**src/rtl/fslen_pkg.sv**
```systemverilog
package fslen_pkg;

   typedef enum logic [1:0] {
      ALG_ADPCM16 = 2'd0,
      ALG_ADPCM24 = 2'd1,
      ALG_ADPCM32 = 2'd2,
      ALG_PCM64   = 2'd3
   } alg_e;

   typedef enum logic [1:0] {
      CAP_IDLE,
      CAP_LONG,
      CAP_SHORT,
      CAP_PCM
   } cap_st_e;

   localparam int unsigned SHORT_BITS = 4;

   function automatic logic len_ok(input int unsigned len, input int unsigned pcm_len);
      return (len == 2) || (len == 3) || (len == 4) || (len == pcm_len);
   endfunction

   function automatic alg_e len_to_alg(input int unsigned len);
      alg_e a;
      case (len)
         2:       a = ALG_ADPCM16;
         3:       a = ALG_ADPCM24;
         4:       a = ALG_ADPCM32;
         default: a = ALG_PCM64;
      endcase
      return a;
   endfunction

endpackage

```
**src/rtl/fslen_sync.sv**
```systemverilog
module fslen_sync #(
   parameter int STAGES = 2,
   parameter int WIDTH  = 3
) (
   input  logic             clk,
   input  logic             rst_n,
   input  logic [WIDTH-1:0] d,
   output logic [WIDTH-1:0] q
);

   logic [WIDTH-1:0] chain [STAGES];

   for (genvar s = 0; s < STAGES; s++) begin : g_stage
      if (s == 0) begin : g_first
         always_ff @(posedge clk or negedge rst_n) begin
            if (!rst_n) chain[s] <= '0;
            else        chain[s] <= d;
         end
      end else begin : g_rest
         always_ff @(posedge clk or negedge rst_n) begin
            if (!rst_n) chain[s] <= '0;
            else        chain[s] <= chain[s-1];
         end
      end
   end

   assign q = chain[STAGES-1];

endmodule

```
**src/rtl/fslen_capture.sv**
```systemverilog
module fslen_capture
   import fslen_pkg::*;
#(
   parameter int WORD_W   = 8,
   parameter bit SHORT_EN = 1'b1,
   localparam int LEN_W   = $clog2(WORD_W + 2)
) (
   input  logic              clk,
   input  logic              rst_n,
   input  logic              bclk_s,
   input  logic              fsync_s,
   input  logic              data_s,
   input  logic              pcm_mode,
   output logic              done,
   output logic [WORD_W-1:0] done_word,
   output logic [LEN_W-1:0]  done_len,
   output logic              done_short,
   output logic              err
);

   localparam logic [LEN_W-1:0] ONE      = LEN_W'(1);
   localparam logic [LEN_W-1:0] CNT_SAT  = LEN_W'(WORD_W + 1);
   localparam logic [LEN_W-1:0] SHORT_LN = LEN_W'(SHORT_BITS);
   localparam logic [LEN_W-1:0] PCM_LN   = LEN_W'(WORD_W);

   cap_st_e           state;
   logic [LEN_W-1:0]  cnt;
   logic [WORD_W-1:0] shreg;
   logic              bclk_prev;
   logic              fall;
   logic [WORD_W-1:0] shifted;
   logic [WORD_W-1:0] fresh;
   logic              short_hit;

   assign fall    = bclk_prev & ~bclk_s;
   assign shifted = {shreg[WORD_W-2:0], data_s};
   assign fresh   = {{(WORD_W-1){1'b0}}, data_s};

   if (SHORT_EN) begin : g_short_on
      assign short_hit = (cnt == ONE);
   end else begin : g_short_off
      assign short_hit = 1'b0;
   end

   always_ff @(posedge clk or negedge rst_n) begin
      if (!rst_n) begin
         state      <= CAP_IDLE;
         cnt        <= '0;
         shreg      <= '0;
         bclk_prev  <= 1'b0;
         done       <= 1'b0;
         err        <= 1'b0;
         done_word  <= '0;
         done_len   <= '0;
         done_short <= 1'b0;
      end else begin
         bclk_prev <= bclk_s;
         done      <= 1'b0;
         err       <= 1'b0;
         if (fall) begin
            unique case (state)
               CAP_IDLE: begin
                  if (fsync_s) begin
                     shreg <= fresh;
                     cnt   <= ONE;
                     state <= pcm_mode ? CAP_PCM : CAP_LONG;
                  end
               end
               CAP_LONG: begin
                  if (fsync_s) begin
                     shreg <= shifted;
                     if (cnt != CNT_SAT) cnt <= cnt + 1'b1;
                  end else if (short_hit) begin
                     shreg <= fresh;
                     cnt   <= ONE;
                     state <= CAP_SHORT;
                  end else begin
                     state <= CAP_IDLE;
                     if (len_ok(int'(cnt), WORD_W)) begin
                        done       <= 1'b1;
                        done_word  <= shreg;
                        done_len   <= cnt;
                        done_short <= 1'b0;
                     end else begin
                        err <= 1'b1;
                     end
                  end
               end
               CAP_SHORT: begin
                  shreg <= shifted;
                  cnt   <= cnt + 1'b1;
                  if (cnt == SHORT_LN - 1'b1) begin
                     state      <= CAP_IDLE;
                     done       <= 1'b1;
                     done_word  <= shifted;
                     done_len   <= SHORT_LN;
                     done_short <= 1'b1;
                  end
               end
               CAP_PCM: begin
                  shreg <= shifted;
                  cnt   <= cnt + 1'b1;
                  if (cnt == PCM_LN - 1'b1) begin
                     state      <= CAP_IDLE;
                     done       <= 1'b1;
                     done_word  <= shifted;
                     done_len   <= PCM_LN;
                     done_short <= 1'b0;
                  end
               end
            endcase
         end
      end
   end

   assert_cnt_bound_R2: assert property (@(posedge clk) disable iff (!rst_n)
      cnt <= CNT_SAT);

   assert_short_len_R4: assert property (@(posedge clk) disable iff (!rst_n)
      (done && done_short) |-> (done_len == SHORT_LN));

   assert_err_excl_R8: assert property (@(posedge clk) disable iff (!rst_n)
      !(done && err));

   assert_done_single_R6: assert property (@(posedge clk) disable iff (!rst_n)
      done |=> !done);

endmodule

```
**src/rtl/fslen_outreg.sv**
```systemverilog
module fslen_outreg
   import fslen_pkg::*;
#(
   parameter int WORD_W  = 8,
   localparam int LEN_W  = $clog2(WORD_W + 2)
) (
   input  logic              clk,
   input  logic              rst_n,
   input  logic              done,
   input  logic [WORD_W-1:0] done_word,
   input  logic [LEN_W-1:0]  done_len,
   input  logic              done_short,
   input  logic              err,
   input  logic              irq_ack,
   output logic [WORD_W-1:0] rx_word,
   output logic [LEN_W-1:0]  rx_len,
   output logic [1:0]        rx_alg,
   output logic              rx_short,
   output logic              irq,
   output logic              irq_pend,
   output logic              frame_err
);

   always_ff @(posedge clk or negedge rst_n) begin
      if (!rst_n) begin
         rx_word   <= '0;
         rx_len    <= '0;
         rx_alg    <= '0;
         rx_short  <= 1'b0;
         irq       <= 1'b0;
         irq_pend  <= 1'b0;
         frame_err <= 1'b0;
      end else begin
         irq       <= done;
         frame_err <= err;
         if (done) begin
            rx_word  <= done_word;
            rx_len   <= done_len;
            rx_alg   <= len_to_alg(int'(done_len));
            rx_short <= done_short;
         end
         if (done)         irq_pend <= 1'b1;
         else if (irq_ack) irq_pend <= 1'b0;
      end
   end

   assert_irq_pulse_R6: assert property (@(posedge clk) disable iff (!rst_n)
      irq |=> !irq);

   assert_pend_hold_R7: assert property (@(posedge clk) disable iff (!rst_n)
      (irq_pend && !irq_ack) |=> irq_pend);

   assert_len_valid_R3: assert property (@(posedge clk) disable iff (!rst_n)
      irq |-> len_ok(int'(rx_len), WORD_W));

   assert_hold_word_R10: assert property (@(posedge clk) disable iff (!rst_n)
      !irq |-> ($stable(rx_word) && $stable(rx_len) && $stable(rx_short)));

   assert_err_noirq_R8: assert property (@(posedge clk) disable iff (!rst_n)
      frame_err |-> !irq);

endmodule

```
**src/rtl/fslen_rx.sv**
```systemverilog
module fslen_rx
   import fslen_pkg::*;
#(
   parameter int WORD_W      = 8,
   parameter int SYNC_STAGES = 2,
   parameter bit SHORT_EN    = 1'b1,
   localparam int LEN_W      = $clog2(WORD_W + 2)
) (
   input  logic              clk,
   input  logic              rst_n,
   input  logic              rx_bclk,
   input  logic              rx_fsync,
   input  logic              rx_sdata,
   input  logic              pcm_mode,
   input  logic              irq_ack,
   output logic [WORD_W-1:0] rx_word,
   output logic [LEN_W-1:0]  rx_len,
   output logic [1:0]        rx_alg,
   output logic              rx_short,
   output logic              irq,
   output logic              irq_pend,
   output logic              frame_err
);

   if (WORD_W < 5) begin : g_bad_width
      $error("fslen_rx: WORD_W must exceed the ADPCM lengths");
   end
   if (SYNC_STAGES < 2) begin : g_bad_sync
      $error("fslen_rx: SYNC_STAGES must be at least 2");
   end

   logic [2:0]        sync_q;
   logic              done;
   logic [WORD_W-1:0] done_word;
   logic [LEN_W-1:0]  done_len;
   logic              done_short;
   logic              err;

   fslen_sync #(.STAGES(SYNC_STAGES), .WIDTH(3)) u_sync (
      .clk   (clk),
      .rst_n (rst_n),
      .d     ({rx_bclk, rx_fsync, rx_sdata}),
      .q     (sync_q)
   );

   fslen_capture #(.WORD_W(WORD_W), .SHORT_EN(SHORT_EN)) u_cap (
      .clk        (clk),
      .rst_n      (rst_n),
      .bclk_s     (sync_q[2]),
      .fsync_s    (sync_q[1]),
      .data_s     (sync_q[0]),
      .pcm_mode   (pcm_mode),
      .done       (done),
      .done_word  (done_word),
      .done_len   (done_len),
      .done_short (done_short),
      .err        (err)
   );

   fslen_outreg #(.WORD_W(WORD_W)) u_out (
      .clk        (clk),
      .rst_n      (rst_n),
      .done       (done),
      .done_word  (done_word),
      .done_len   (done_len),
      .done_short (done_short),
      .err        (err),
      .irq_ack    (irq_ack),
      .rx_word    (rx_word),
      .rx_len     (rx_len),
      .rx_alg     (rx_alg),
      .rx_short   (rx_short),
      .irq        (irq),
      .irq_pend   (irq_pend),
      .frame_err  (frame_err)
   );

endmodule

```
**config.mk**
```make
export PLATFORM = sky130hd
export DESIGN_NAME = fslen_rx
export DESIGN_NICKNAME = d
export VERILOG_FILES = /design/src/rtl/fslen_pkg.sv /design/src/rtl/fslen_sync.sv /design/src/rtl/fslen_capture.sv /design/src/rtl/fslen_outreg.sv /design/src/rtl/fslen_rx.sv
export SDC_FILE = /design/constraint.sdc
export NUM_CORES = 1
export LEC_CHECK = 0
export BUFFER_PORTS_ARGS = -buffer_cell sky130_fd_sc_hd__buf_2
export CAP_MARGIN = 20
export CORE_UTILIZATION = 50
export DETAILED_ROUTE_END_ITERATION = 16
export PLACE_DENSITY = 0.77
export SETUP_SLACK_MARGIN = 0.5
export SYNTH_ARGS = -nofsm -noshare
export SYNTH_HDL_FRONTEND = slang
export SYNTH_SLANG_ARGS = --single-unit
```
**constraint.sdc**
```tcl
create_clock -name clk -period 2.2 [get_ports clk]
set_input_delay 0.44 -clock clk [delete_from_list [all_inputs] [get_ports clk]]
set_output_delay 0.44 -clock clk [all_outputs]
set_load 0.01 [all_outputs]
```
# Yosys cells after proc, flatten, opt, wreduce, memory -nomap -nowiden
# Index checks and enable logic that the tools add are counted.
word_totals:
  mem_bits_rw: 0
  latch_bits: 0
  n_memories: 0
  rom_bits: 0
  elab_cells: 102
  ff_bits: 54
  out_inout_bits: 18
op_classes:
  addsub: 1
  multipliers: 0
  n_eq_ne: 21
  mux: 49
  shift: 0
  reduce_logical: 11
  bitwise: 2
  div: 0
  order_cmp: 0
op_table:
  columns: ["cell", "count"]
  rows:
  - ["two-way mux 8 bit", 8]
  - ["case mux 8 bit (3 select lines)", 2]
  - ["two-way mux 4 bit", 9]
  - ["case mux 4 bit (3 select lines)", 2]
  - ["two-way mux 1 bit", 18]
  - ["== test 4 x 2 -> 1 bit (second input constant)", 4]
  - ["== test 4 x 3 -> 1 bit (second input constant)", 3]
  - ["two-way mux 2 bit", 6]
  - ["case mux 2 bit (4 select lines)", 1]
  - ["AND reduction 7 bit", 1]
  - ["!= test 2 x 1 -> 1 bit (second input constant)", 3]
  - ["!= test 2 bit (second input constant)", 3]
  - ["!= test 3 x 2 -> 1 bit (second input constant)", 2]
  - ["case mux 1 bit (3 select lines)", 2]
  - ["case mux 2 bit (3 select lines)", 1]
  - ["AND reduction 5 bit", 1]
  - ["adder 4 x 1 -> 4 bit (second input constant)", 1]
  - ["== test 2 bit (second input constant)", 2]
  - ["== test 4 x 1 -> 1 bit (second input constant)", 1]
  - ["== test 4 bit (second input constant)", 1]
  - ["!= test 4 bit (second input constant)", 1]
  - ["AND reduction 4 bit", 1]
  - ["logical OR 1 bit", 3]
  - ["AND reduction 3 bit", 1]
  - ["other kinds (7)", 7]

# Longest topological paths before layout
depth:
  ltp_word: 9
  ltp_mapped: 7
  ltp_nobuf: 6

# Modules after synthesis
# A second synthesis with hierarchy kept.
hier_totals:
  hier_cells: 259
  area_unflattened_um2: 2798.9
modules_own_cells:
  columns: ["module", "cells_each", "area_each_um2", "seq_area_each_um2", "instances"]
  rows:
  - ["fslen_capture", 208, 1930.6, 750.7, 1]
  - ["fslen_outreg", 42, 695.7, 450.4, 1]
  - ["fslen_sync", 9, 172.7, 150.1, 1]

# Least setup slack after synthesis
# No wires, ideal clock.
synth_timing:
  path_type: "register to register"
  startpoint: "register u_cap.cnt[0]"
  endpoint: "register u_cap.done_len[3]"
  path_slack_ns: 0.271
  setup_time_ns: 0.125
  period_less_slack_ns: 1.929
  stages_incl_launch_ff: 7
  t_arrival_ns: 1.804
  cell_sequence: "dfrtp_1 > ha_1 > nor4b_1 > o31a_2 > nand4_4 > buf_6 > mux2_4"
synth_between:
  elab_chain_len: 6
synth_rtl:
  columns: ["item", "line_no", "rtl"]
  rows:
  - ["start: declaration", "fslen_capture.sv:27", "logic [LEN_W-1:0] cnt;"]
  - ["start signal: assignment", "fslen_capture.sv:72", "if (cnt != CNT_SAT) cnt <= cnt + 1'b1;"]
  - ["start signal: assignment", "fslen_capture.sv:91", "cnt <= cnt + 1'b1;"]
  - ["start signal: assignment", "fslen_capture.sv:102", "cnt <= cnt + 1'b1;"]
  - ["== test 4 x 2 -> 1 bit (on tied branches)", "fslen_pkg.sv:20, fslen_capture.sv:92", null]
  - ["logical OR 1 bit (3 in series)", "fslen_pkg.sv:20", "return (len == 2) || (len == 3) || (len == 4) || (len == pcm_len);"]
  - ["!= test 2 x 1 -> 1 bit (no line)", null, null]
  - ["AND reduction 7 bit (no line) *", null, null]
  - ["end signal: assignment", "fslen_capture.sv:82", "done_len <= cnt;"]
  - ["end: declaration", "fslen_capture.sv:16", "output logic [LEN_W-1:0] done_len,"]
# Every way passes the cells marked *; elsewhere a longest branch is shown, timed or not.
# A chain may end at the register's enable or synchronous reset.

# Worst setup path in the final report
# Same ends and word-level chain as after synthesis.

==> flow_results.org <==
** Outcome
- The run finished with clean final reports.

** Power and ir drop
- Areal power density over the cells :: 1190 mW/mm^2
- IR analysis of the VDD net gives a maximum drop of 0.000622 V.
- Cell leakage power :: 1.53 nW

** Yosys
- Cell types occupying the most area after synthesis :: sky130_fd_sc_hd__dfrtp_1 54%, sky130_fd_sc_hd__mux2_2 12%, sky130_fd_sc_hd__mux2_4 4.2%, sky130_fd_sc_hd__ha_1 4.0%, sky130_fd_sc_hd__nand2_1 3.6%
- After synthesis the cells add up to 0.00250 mm^2.
- Summed over all instances, the cell type with the most area after synthesis is sky130_fd_sc_hd__dfrtp_1.
- The share of synthesized area in the top cell type comes to 0.541.
- After synthesis, the mean cell area works out to 12.1 um^2.
- The share of the Yosys chip area taken by registers is 0.541.
- Post-synth cell types :: 39
- Net count after synthesis :: 222
- Number of flops mapped to enable cells by yosys :: 0
- Number of warnings reported in the yosys synthesis log :: 0
- In the synthesized netlist the dominant register cell turns out to be sky130_fd_sc_hd__dfrtp_1.
- Async set-or-reset flop fraction in the synthesized netlist :: 1.00
- Post-Syn Instances :: 207
- Number of storage elements in the synthesis netlist :: 54

** Critical path
- Critical path endpoint category :: register
- STA classifies the critical path startpoint as a register.
- In this run the worst path has a maximum fanout of 9.
- Critical Path, Cell by Cell :: ha_4 > nor4bb_4 > o31a_2 > nand4_4 > buf_12 > mux2_4
- Cell with the largest stage delay on the worst path :: sky130_fd_sc_hd__dfrtp_2
- Arrival time of the worst setup path :: 2.08 ns
- Worst path top cell family by delay :: flip-flops
- Crit path buf inv count :: 1
- Required time of the critical path :: 2.40 ns
- In this design, the stage delay of the slowest critical-path cell is 0.47 ns.
- The critical path is of the register to register type.

** Cells and area
- Counting the fill cells in the layout gives 367.
- 0 antenna diodes ended up in the layout.
- Final core utilization :: 0.670
- In the layout the commonest cells are 49 x sky130_fd_sc_hd__dfrtp_1, 25 x sky130_fd_sc_hd__buf_2, 24 x sky130_fd_sc_hd__nand2_1.
- In the final layout, the share of cells above drive strength 1 is 0.490.
- Most frequent standard cell in the layout excluding fill and tap cells :: sky130_fd_sc_hd__dfrtp_1
- Once layout is done, the placed cells without fillers occupy 0.00319 mm^2.
- Post-route non-filler standard cell count :: 326
- Number of nets in the layout :: 273
- Area Growth Syn to Fin :: 27.5%

** Timing
- For the pin with the worst max-slew slack, the measured transition is 0.693 ns.
- The final-report hold violation count is 0.
- Max frequency :: 0.531 GHz
- Crit path time final :: 1.88 ns
- Setup repair after global routing could not meet its margin everywhere.
- Final total negative setup slack :: 0 ns
- Max-Slew Margin vs Limit :: 0.538
- Count of final setup violators :: 0
- Worst clock skew :: 0.0157 ns
- Count of final max-slew check failures :: 0
- Post-route fraction of the period consumed by the critical path :: 0.856

** Floorplan
- Top-level port count :: 25
- Placement row count :: 25
- Floorplan Core Area :: 0.00475 mm^2
- Overall die area :: 0.00528 mm^2
- Horizontal die dimension :: 72.7 um
- The initial utilization of the core area, before any placement, comes to 0.526.
- From bottom edge to top edge, the die measures 72.7 um.

** Route
- The detail route stage leaves a number of antenna-violating nets equal to 0.
- For this run, design rule violations remaining after detail routing come to 0.
- Total iterations of the first detailed-routing run :: 4
- The routed layout has 1754 vias.
- Iteration-0 DRC count of the detailed router :: 89
- DR WL/cell :: 15.6 um
- After detailed routing, the total wire length is 5070 um.
- Routed via count divided by cell count :: 5.38

** Global route
- Largest net degree at the start of global routing :: 27
- Final global-route overflow total :: 0
- The initial antenna violation count is 0.
- Combined global-route utilization of all metal layers :: 0.203
- The via count of the first global-routing pass came to 1715.
- First-pass GRT wire length :: 8100 um

** Clock tree
- CTS H-tree depth :: 2
- Number of hold buffers added after CTS :: 0
- Inserted Clock Buffers :: 5
- The later pin in the worst-skew pair is clocked with a latency of 0.32 ns.
- Clk Tree Root Cell :: sky130_fd_sc_hd__clkbuf_8
- Clock Sink Count :: 54
- TritonCTS built the clock tree.
- The clock passes through at most 2 buffers.
- Clock transition at the register clock pins on the worst setup and hold paths after CTS :: 0.10 ns

** Place
- Total half-perimeter wirelength after legalization and detailed placement :: 3040 um
- Buffers placed on the I/O ports in this run total 24.
- In this run the cell area measured after placement is 0.00278 mm^2.
- Routability cong. :: 0.903
- Placed Cells incl. Taps :: 296

** Job
- Max-cap violations in this run came to 0.

** Min path
- The min-delay analysis places its worst path in the category input pin to async pin.
## path summary, 6_finish.rpt
| kind | slack (ns) | startpoint | cells past startpoint | endpoint |
|---|---|---|---|---|
| setup reg to reg | 0.32 | u_cap.cnt[0] | 6 | u_cap.done_len[3] |
| hold / removal | 0.002 | rst_n | 1 | u_sync.q[2] |
| min in group clk | 0.22 | rx_fsync | 1 | u_sync.chain[4] |
| setup / recovery | 0.32 | u_cap.cnt[0] | 6 | u_cap.done_len[3] |
| max in group asynchronous | 1.68 | rst_n | 2 | u_cap.shreg[2] |
| hold reg to reg | 0.35 | u_cap.err | 0 | u_out.frame_err |
## stage by stage
step	setup WS (ns)	power [mW]	hold slack (ns)
after floorplan	0.336	2.36	0.144
after global placement	0.185	2.65	0.332
after detailed placement	0.134	2.68	0.335
after CTS	0.377	3.52	0.0122
after global routing	0.259	4.03	0.0237
final	0.317	3.79	0.00189
## worst register-to-register path, stage by stage, from the launching register on
cell,delay (ns)
sky130_fd_sc_hd__dfrtp_2,0.47
sky130_fd_sc_hd__ha_4,0.20
sky130_fd_sc_hd__nor4bb_4,0.32
sky130_fd_sc_hd__o31a_2,0.20
sky130_fd_sc_hd__nand4_4,0.12
sky130_fd_sc_hd__buf_12,0.17
sky130_fd_sc_hd__mux2_4,0.29
## layer usage
layer / vias up / track usage / share of wire
li1: 821 / - / -
met1: 880 / 0.256 / 0.44
met2: 47 / 0.339 / 0.50
met3: 6 / 0.0456 / 0.044
met4: 0 / 0.0850 / 0.014
met5: - / 0 / 0
## sequential cells by signal (all words and copies together), names as in the netlist
| name | flops |
|---|---|
| u_out.irq | 1 |
| u_out.rx_len | 4 |
| u_sync.chain | 3 |
| u_cap.err | 1 |
| u_cap.done_short | 1 |
| u_cap.bclk_prev | 1 |
| u_out.rx_word | 8 |
| u_out.irq_pend | 1 |
| u_cap.state | 2 |
| u_sync.q | 3 |
| u_out.rx_short | 1 |
| u_out.rx_alg | 2 |
| u_cap.cnt | 4 |
| u_cap.shreg | 8 |
| u_out.frame_err | 1 |
| u_cap.done_word | 8 |
| u_cap.done_len | 4 |
| u_cap.done | 1 |
## synthesized netlist by cell type, types with 2 or more instances
cell type / n
sky130_fd_sc_hd__a211oi_1: 4
sky130_fd_sc_hd__a21oi_1: 4
sky130_fd_sc_hd__a31oi_1: 4
sky130_fd_sc_hd__buf_2: 2
sky130_fd_sc_hd__clkbuf_1: 5
sky130_fd_sc_hd__dfrtp_1: 54
sky130_fd_sc_hd__ha_1: 8
sky130_fd_sc_hd__inv_1: 13
sky130_fd_sc_hd__mux2_2: 26
sky130_fd_sc_hd__mux2_4: 7
sky130_fd_sc_hd__mux2i_1: 3
sky130_fd_sc_hd__nand2_1: 24
sky130_fd_sc_hd__nand2b_1: 4
sky130_fd_sc_hd__nor2_1: 9
sky130_fd_sc_hd__nor2b_1: 2
sky130_fd_sc_hd__nor3_1: 4
sky130_fd_sc_hd__o21ai_0: 11
sky130_fd_sc_hd__o31ai_1: 2
## power by group
part           internal (mW)  switching, mW  total [mW]
Sequential              1.21          0.208        1.42
Combinational          0.929          0.861        1.79
Clock                  0.235          0.349       0.584
Total                   2.37           1.42        3.79
## cells by family (layout without fill, tap and decap cells)
logic type               after synthesis  in the layout  synth area share
AO/OA/AOI/OAI                         34             34            0.0951
XOR/XNOR                               1              1           0.00351
adder cells (fa/ha/maj)                8              8            0.0401
buffers and inverters                 21             73            0.0356
flip-flops                            54             54             0.541
multiplexers                          36             36             0.171
AND/OR/NAND/NOR                       53             53             0.114
## final cells by class
| type | instances | area, um^2 | share of cell area |
|---|---|---|---|
| sequential | 54 | 1360 | 0.426 |
| timing repair buffer | 52 | 364 | 0.114 |
| inverter | 13 | 48.8 | 0.0153 |
| tap | 67 | 83.8 | 0.0263 |
| multi-input combinational | 132 | 1240 | 0.388 |
| clock inverter | 3 | 26.3 | 0.00825 |
| clock buffer | 5 | 68.8 | 0.0216 |
## what timing repair did
item                                    CTS  global route
buffers inserted                         16             5
hold endpoints to repair                  0             0
gates cloned                              1             0
pin swaps                                 5             4
gates resized for setup                  14            18
endpoints found under the setup margin   27            29
Note: power is estimated with default switching activity, not from simulation.
